### config.mk
export PLATFORM = sky130hd
export DESIGN_NAME = multi_mode_timer
export DESIGN_NICKNAME = d
export VERILOG_FILES = /design/src/rtl/mmt_pkg.sv /design/src/rtl/mmt_ctrl_reg.sv /design/src/rtl/mmt_edge_sync.sv /design/src/rtl/mmt_core.sv /design/src/rtl/multi_mode_timer.sv
export SDC_FILE = /design/constraint.sdc
export NUM_CORES = 1
export LEC_CHECK = 0
export ABC_AREA = 1
export CORE_UTILIZATION = 45
export DETAILED_ROUTE_END_ITERATION = 8
export MAX_ROUTING_LAYER = met4
export PLACE_DENSITY = 0.73
export SYNTH_ARGS = -nofsm -noshare
export SYNTH_HDL_FRONTEND = slang
export SYNTH_SLANG_ARGS = --single-unit
export TNS_END_PERCENT = 100
### constraint.sdc
create_clock -name clk -period 8.1 [get_ports clk]
set_clock_uncertainty 0.15 [all_clocks]
set_input_delay 1.62 -clock clk [delete_from_list [all_inputs] [get_ports clk]]
set_output_delay 1.62 -clock clk [all_outputs]
set_load 0.1 [all_outputs]
### src/rtl/mmt_pkg.sv
package mmt_pkg;

  typedef enum logic [2:0] {
    M_INTERVAL = 3'd0,
    M_EVENT    = 3'd1,
    M_TRIGPWM  = 3'd2,
    M_ONESHOT  = 3'd3,
    M_PWM      = 3'd4,
    M_FREE     = 3'd5,
    M_PWIDTH   = 3'd6,
    M_BAD      = 3'd7
  } mode_e;

  // Mode and source unchanged between stored byte fields and a new write.
  function automatic logic cfg_same(mode_e cur_mode, logic cur_src, logic [7:0] wr);
    return (cur_mode == mode_e'(wr[2:0])) && (cur_src == wr[5]);
  endfunction

  function automatic logic trig_mode(mode_e m);
    return (m == M_TRIGPWM) || (m == M_ONESHOT);
  endfunction

  function automatic logic ext_source(mode_e m, logic src);
    return src || (m == M_EVENT);
  endfunction

endpackage

### src/rtl/mmt_ctrl_reg.sv
module mmt_ctrl_reg
  import mmt_pkg::*;
(
  input  logic       clk,
  input  logic       rst_n,
  input  logic       we,
  input  logic [7:0] wdata,
  input  logic       run_en,
  output mode_e      mode,
  output logic       src,
  output logic       sw_trig,
  output logic [7:0] rdata
);

  logic accept;

  assign accept = we && (!run_en || cfg_same(mode, src, wdata));

  always_ff @(posedge clk or negedge rst_n) begin
    if (!rst_n) begin
      mode <= M_INTERVAL;
      src  <= 1'b0;
    end else if (accept) begin
      mode <= mode_e'(wdata[2:0]);
      src  <= wdata[5];
    end
  end

  assign sw_trig = we && wdata[6] && trig_mode(mode);
  assign rdata   = {2'b00, src, 2'b00, mode};

endmodule

### src/rtl/mmt_edge_sync.sv
module mmt_edge_sync #(
  parameter int STAGES = 2
) (
  input  logic clk,
  input  logic rst_n,
  input  logic din,
  output logic rise
);

  logic [STAGES:0] sh;

  always_ff @(posedge clk or negedge rst_n) begin
    if (!rst_n) sh <= '0;
    else        sh <= {sh[STAGES-1:0], din};
  end

  assign rise = sh[STAGES-1] & ~sh[STAGES];

endmodule

### src/rtl/mmt_core.sv
module mmt_core
  import mmt_pkg::*;
#(
  parameter int W = 16
) (
  input  logic         clk,
  input  logic         rst_n,
  input  logic         run_en,
  input  mode_e        mode,
  input  logic         step,
  input  logic         trig,
  input  logic         cap,
  input  logic [W-1:0] cmp0,
  input  logic [W-1:0] cmp1,
  output logic [W-1:0] count,
  output logic [W-1:0] capture,
  output logic         match,
  output logic         out
);

  function automatic logic [W-1:0] wrap_next(logic [W-1:0] c, logic [W-1:0] top);
    return (c == top) ? '0 : c + 1'b1;
  endfunction

  function automatic logic pwm_level(logic [W-1:0] c, logic [W-1:0] duty);
    return c < duty;
  endfunction

  logic         armed, armed_n, match_n, out_n;
  logic [W-1:0] cnt_n, cap_n;

  always_comb begin
    cnt_n   = count;
    armed_n = armed;
    cap_n   = capture;
    match_n = 1'b0;
    out_n   = 1'b0;
    if (!run_en) begin
      cnt_n   = '0;
      armed_n = 1'b0;
    end else begin
      unique case (mode)
        M_INTERVAL, M_EVENT: begin
          if (step) begin
            cnt_n   = wrap_next(count, cmp0);
            match_n = (count == cmp0);
          end
        end
        M_FREE: begin
          if (step) begin
            cnt_n   = count + 1'b1;
            match_n = (count == cmp0);
          end
        end
        M_PWM: begin
          if (step) cnt_n = wrap_next(count, cmp0);
          out_n = pwm_level(cnt_n, cmp1);
        end
        M_TRIGPWM: begin
          if (trig) begin
            armed_n = 1'b1;
            cnt_n   = '0;
          end else if (armed && step) begin
            cnt_n = wrap_next(count, cmp0);
          end
          out_n = armed_n && pwm_level(cnt_n, cmp1);
        end
        M_ONESHOT: begin
          if (trig && !armed) begin
            armed_n = 1'b1;
            cnt_n   = '0;
          end else if (armed && step) begin
            if (count == cmp0) begin
              armed_n = 1'b0;
              cnt_n   = '0;
            end else begin
              cnt_n = count + 1'b1;
            end
          end
          out_n = armed_n;
        end
        M_PWIDTH: begin
          if (cap) begin
            cap_n = count;
            cnt_n = '0;
          end else if (step) begin
            cnt_n = count + 1'b1;
          end
        end
        default: begin
          cnt_n   = '0;
          armed_n = 1'b0;
        end
      endcase
    end
  end

  always_ff @(posedge clk or negedge rst_n) begin
    if (!rst_n) begin
      count   <= '0;
      capture <= '0;
      armed   <= 1'b0;
      match   <= 1'b0;
      out     <= 1'b0;
    end else begin
      count   <= cnt_n;
      capture <= cap_n;
      armed   <= armed_n;
      match   <= match_n;
      out     <= out_n;
    end
  end

endmodule

### src/rtl/multi_mode_timer.sv
module multi_mode_timer
  import mmt_pkg::*;
#(
  parameter int CNT_W       = 16,
  parameter int SYNC_STAGES = 2
) (
  input  logic             clk,
  input  logic             rst_n,
  input  logic             reg_we,
  input  logic [7:0]       reg_wdata,
  output logic [7:0]       reg_rdata,
  input  logic             run_en,
  input  logic             cnt_tick,
  input  logic             evt_in,
  input  logic             trig_in,
  input  logic             cap_in,
  input  logic [CNT_W-1:0] cmp0,
  input  logic [CNT_W-1:0] cmp1,
  output logic [CNT_W-1:0] count,
  output logic [CNT_W-1:0] capture,
  output logic             match_flag,
  output logic             tmr_out
);

  localparam int N_ASYNC = 3;

  mode_e              mode;
  logic               src, sw_trig;
  logic [N_ASYNC-1:0] raw_in, rise;
  logic               evt_rise, trig_rise, cap_rise;
  logic               step, trig_go, cap_hit;

  mmt_ctrl_reg u_ctrl (
    .clk     (clk),
    .rst_n   (rst_n),
    .we      (reg_we),
    .wdata   (reg_wdata),
    .run_en  (run_en),
    .mode    (mode),
    .src     (src),
    .sw_trig (sw_trig),
    .rdata   (reg_rdata)
  );

  assign raw_in = {cap_in, trig_in, evt_in};

  for (genvar g = 0; g < N_ASYNC; g++) begin : g_sync
    mmt_edge_sync #(.STAGES(SYNC_STAGES)) u_sync (
      .clk   (clk),
      .rst_n (rst_n),
      .din   (raw_in[g]),
      .rise  (rise[g])
    );
  end

  assign evt_rise  = rise[0];
  assign trig_rise = rise[1];
  assign cap_rise  = rise[2];

  assign step    = ext_source(mode, src) ? evt_rise : cnt_tick;
  assign trig_go = sw_trig || (trig_rise && trig_mode(mode));
  assign cap_hit = run_en && (mode == M_PWIDTH) && cap_rise;

  mmt_core #(.W(CNT_W)) u_core (
    .clk     (clk),
    .rst_n   (rst_n),
    .run_en  (run_en),
    .mode    (mode),
    .step    (step),
    .trig    (trig_go),
    .cap     (cap_hit),
    .cmp0    (cmp0),
    .cmp1    (cmp1),
    .count   (count),
    .capture (capture),
    .match   (match_flag),
    .out     (tmr_out)
  );

endmodule

==> flow_metrics.py <==
metrics = {
    "outcome": {
        "status": "finished, final reports clean",
    },
    "timing": {
        "post-route-period-util_pct": 55.2,
        "setup_tns_ns": 0,
        "max_slew_headroom_pct": 32.8,
        "max_freq_mhz": 224,
        "timing_worst_slew_pin_value_ns": 1.00,
        "unrepaired_setup_endpoints_after_global_routing": "false",
        "final_hold_viol_count": 0,
        "setup_violations": 0,
        "period_needed_ns": 4.47,
        "timing_max_transition_violations_final": 0,
    },
    "yosys": {
        "syn-instance-count": 578,
        "most_used_standard_cells_in_the_synthesized_netlist": "nand2_1, nor2_1, inv_1",
        "synth.yosys.warnings": 0,
        "postSynthAreaPerCell_um2": 6.81,
        "ys_types": 41,
        "synth_most_common_cell": "nand2_1",
        "synthTopCellsByArea": "dfrtp_1, nand2_1, ha_1",
        "synth_async_sr_flop_share_pct": 100,
        "post_synth_instance_area_um2": 3940,
        "synth-edff-count": 0,
        "synth_largest_type_area_fraction_pct": 30.5,
        "synth.ff_latch_count": 48,
        "synth_top_cell_by_area": "dfrtp_1",
        "dominantRegCellSynth": "dfrtp_1",
        "seq_total_area_yosys_pct": 30.5,
    },
    "global_routing": {
        "grt_max_degree": 49,
        "via_count_of_the_first_global_routing_pass": 3741,
        "grt_use_total_pct": 25.7,
        "grt_remaining_overflow": 0,
        "antenna_found_initial": 0,
        "grt_first_pass_wirelength_mm": 17.6,
    },
    "critical_path": {
        "timing.critical_path.max_delay_family": "simple AND/OR/NAND/NOR gates",
        "path_common_cell": "nand2_1",
        "ordered_list_of_cells_on_the_worst_path": "clkdlybuf4s50_1 -> inv_1 -> nand2_1 -> nand2_1 -> nor2_1 -> nand2_1 -> nor2_1 -> nand2_2 -> nor2_2 -> inv_2 -> nand2_1 -> inv_1 -> ha_1 -> a21oi_1 -> nor2_1 -> a211oi_1 -> nand2_1 -> nand2_1 -> a21oi_1 -> a21oi_1",
        "critPathRequiredTime_ns": 8.17,
        "critical_path_buf_inv_count": 4,
        "kind_of_critical_path": "in2reg",
        "worstPathArrival_ns": 4.53,
        "timing.critical_path.slowest_cell_delay_ns": 0.49,
        "setup.worst_path.end_class": "flop",
        "critPathMaxFanout": 11,
        "worstSetupPathDepth": 20,
        "worstSetupStartpointType": "input pin",
        "worst_path_max_delay_cell": "clkdlybuf4s50_1",
        "timing.reg2reg.worst_path_depth": 18,
    },
    "cts": {
        "cts_tree": "built",
        "deepest_level_of_the_cts_h_tree": 2,
        "cts_setup_buffers": 0,
        "tritoncts.num_buffers": 5,
        "cts_root_buffer": "clkbuf_8",
        "cts.hold.buffers_added": 0,
        "cts_buffer_depth": 2,
        "clkTransAtPathRegs_ns": 0.09,
        "clock_sink_count": 48,
        "post_cts_resized": 0,
        "worst_skew_pair.late_latency_ns": 0.31,
    },
    "die": {
        "area_of_the_die_um2": 9130,
        "die_height_um": 95.5,
        "dieWidth_um": 95.5,
        "io_count": 90,
        "floorplan.core_area_um2": 8340,
        "initial_util_pct": 47.2,
        "rows": 33,
    },
    "hold_path": {
        "min_delay_path_depth": 0,
        "worstHoldPathType": "reg2reg",
    },
    "drt": {
        "avg_vias_per_cell": 5.20,
        "postRouteAntennaNets": 0,
        "drt-pass1-iter-count": 5,
        "routed_wl_mm": 10.7,
        "routed_wire_length_per_instance_um": 14.0,
        "drt_iter0_markers": 331,
        "detail_route.drc_violations": 0,
        "detailroute.via_count": 3952,
    },
    "final_layout": {
        "antenna_cells": 0,
        "multi_input_area_um2": 2320,
        "finalNetCount": 734,
        "sequential_area_um2": 1200,
        "fillerInstances": 810,
        "area_growth_pct": 26.1,
        "final_area_um2": 4960,
        "drive_above_1_share_pct": 7.18,
    },
    "power_and_ir_drop": {
        "cellLeakagePower_uw": 0.00243,
        "fin_total_pwr_uw": 1290,
        "vdd.ir_drop.worst_v": 0.000120,
        "power-per-cell-area_nw_per_um2": 260,
    },
    "place": {
        "dpl-instance-area_um2": 4830,
        "dp.final_hpwl_mm": 8.26,
        "place.gp.congestion": 0.920,
        "io_buffer_count": 82,
    },
    "flow_run": {
        "max_cap_violations": 0,
    },
}
through the flow:
stage | worst slack [ns] | hold slack, ns | utilization (%) | std cells
2_1_floorplan | 4.40 | 0.181 | - | 581
3_3_place_gp | 3.32 | 0.182 | 58.0 | 753
3_5_place_dp | 3.35 | 0.190 | 58.0 | 753
4_1_cts | 3.65 | 0.212 | 59.5 | 760
5_1_grt | 3.37 | 0.215 | 59.5 | 760
6_report | 3.63 | 0.209 | 59.5 | 760
report_power, final:
group | total, uW | leakage, uW | switching (uW) | internal (uW)
Sequential | 334 | 0.000604 | 42.7 | 292
Clock | 203 | 0.0000642 | 81.8 | 122
Combinational | 752 | 0.00176 | 566 | 187
per-layer routing:
layer  wire length [um]  vias up  global-route usage (%)
li1                   -     2001                       -
met2               4850      158                    40.1
met1               4940     1780                    35.4
met4                153        0                    6.72
met3                736       13                    2.87
met5                  0        -                       -
kinds of logic (layout without fill, tap and decap cells):
group / after synthesis / count (layout) / synth area share [%]
and+or+nand+nor: 273 / 273 / 29.5
adders and majority gates: 31 / 31 / 9.85
DFF: 48 / 48 / 30.5
AOI/OAI and AO/OA: 101 / 101 / 15.4
xor gates and xnor gates: 16 / 16 / 3.56
buffers and inverters: 108 / 182 / 11.0
other: 1 / 4 / 0.0952
registers in the layout (all words and copies together), names as in the netlist:
| register | cells |
|---|---|
| g_sync.u_sync.sh | 9 |
| u_core.armed | 1 |
| u_core.capture | 16 |
| u_core.count | 16 |
| u_core.match | 1 |
| u_core.out | 1 |
| u_ctrl.mode | 3 |
| u_ctrl.src | 1 |
worst reg2reg max path, cell delays in order, from the launching register on:
cell	delay, ns
dfrtp_1	0.55
ha_1	0.25
nand2_1	0.06
nor2_1	0.21
nand3_1	0.16
nor2_1	0.21
nand2_1	0.13
nor4_1	0.26
xor2_1	0.14
o22ai_1	0.24
inv_1	0.10
nor2_1	0.14
ha_1	0.25
nand2_1	0.06
inv_1	0.04
o21ai_0	0.09
o2111a_1	0.23
nand2_1	0.05
a21oi_1	0.13
final timing paths:
path	start	endpoint	slack, ns
max	cmp0[15]	u_core.out	3.63
min	g_sync[2].u_sync.sh[0]	g_sync[2].u_sync.sh[1]	0.21
max reg2reg	u_core.count[0]	u_core.out	4.58
min reg2reg	g_sync[2].u_sync.sh[0]	g_sync[2].u_sync.sh[1]	0.21
max in group asynchronous	rst_n	u_core.count[8]	6.10
min in group asynchronous	rst_n	u_core.count[10]	1.26
cell type report:
class | instances | area share, %
Multi-Input combinational cell | 425 | 46.8
Sequential cell | 48 | 24.2
Timing Repair Buffer | 85 | 16.9
Inverter | 90 | 6.83
Tap cell | 105 | 2.65
Clock buffer | 5 | 1.39
Clock inverter | 2 | 1.21
cells in the final DEF, fill, tap and decap left out, types with 4 or more instances in the layout:
cell	instances
a221oi_1	6
nand3_1	11
o22ai_1	9
nor2_1	93
clkdlybuf4s50_1	81
inv_1	79
xor2_1	16
inv_2	9
nand2_1	127
a22oi_1	4
ha_1	31
nor2_2	4
nand2_2	5
nor3_1	10
conb_1	4
clkbuf_8	5
a211oi_1	4
a21oi_1	50
or2_2	5
dfrtp_1	48
o21ai_0	17
Power figures use the tool's default switching activity.
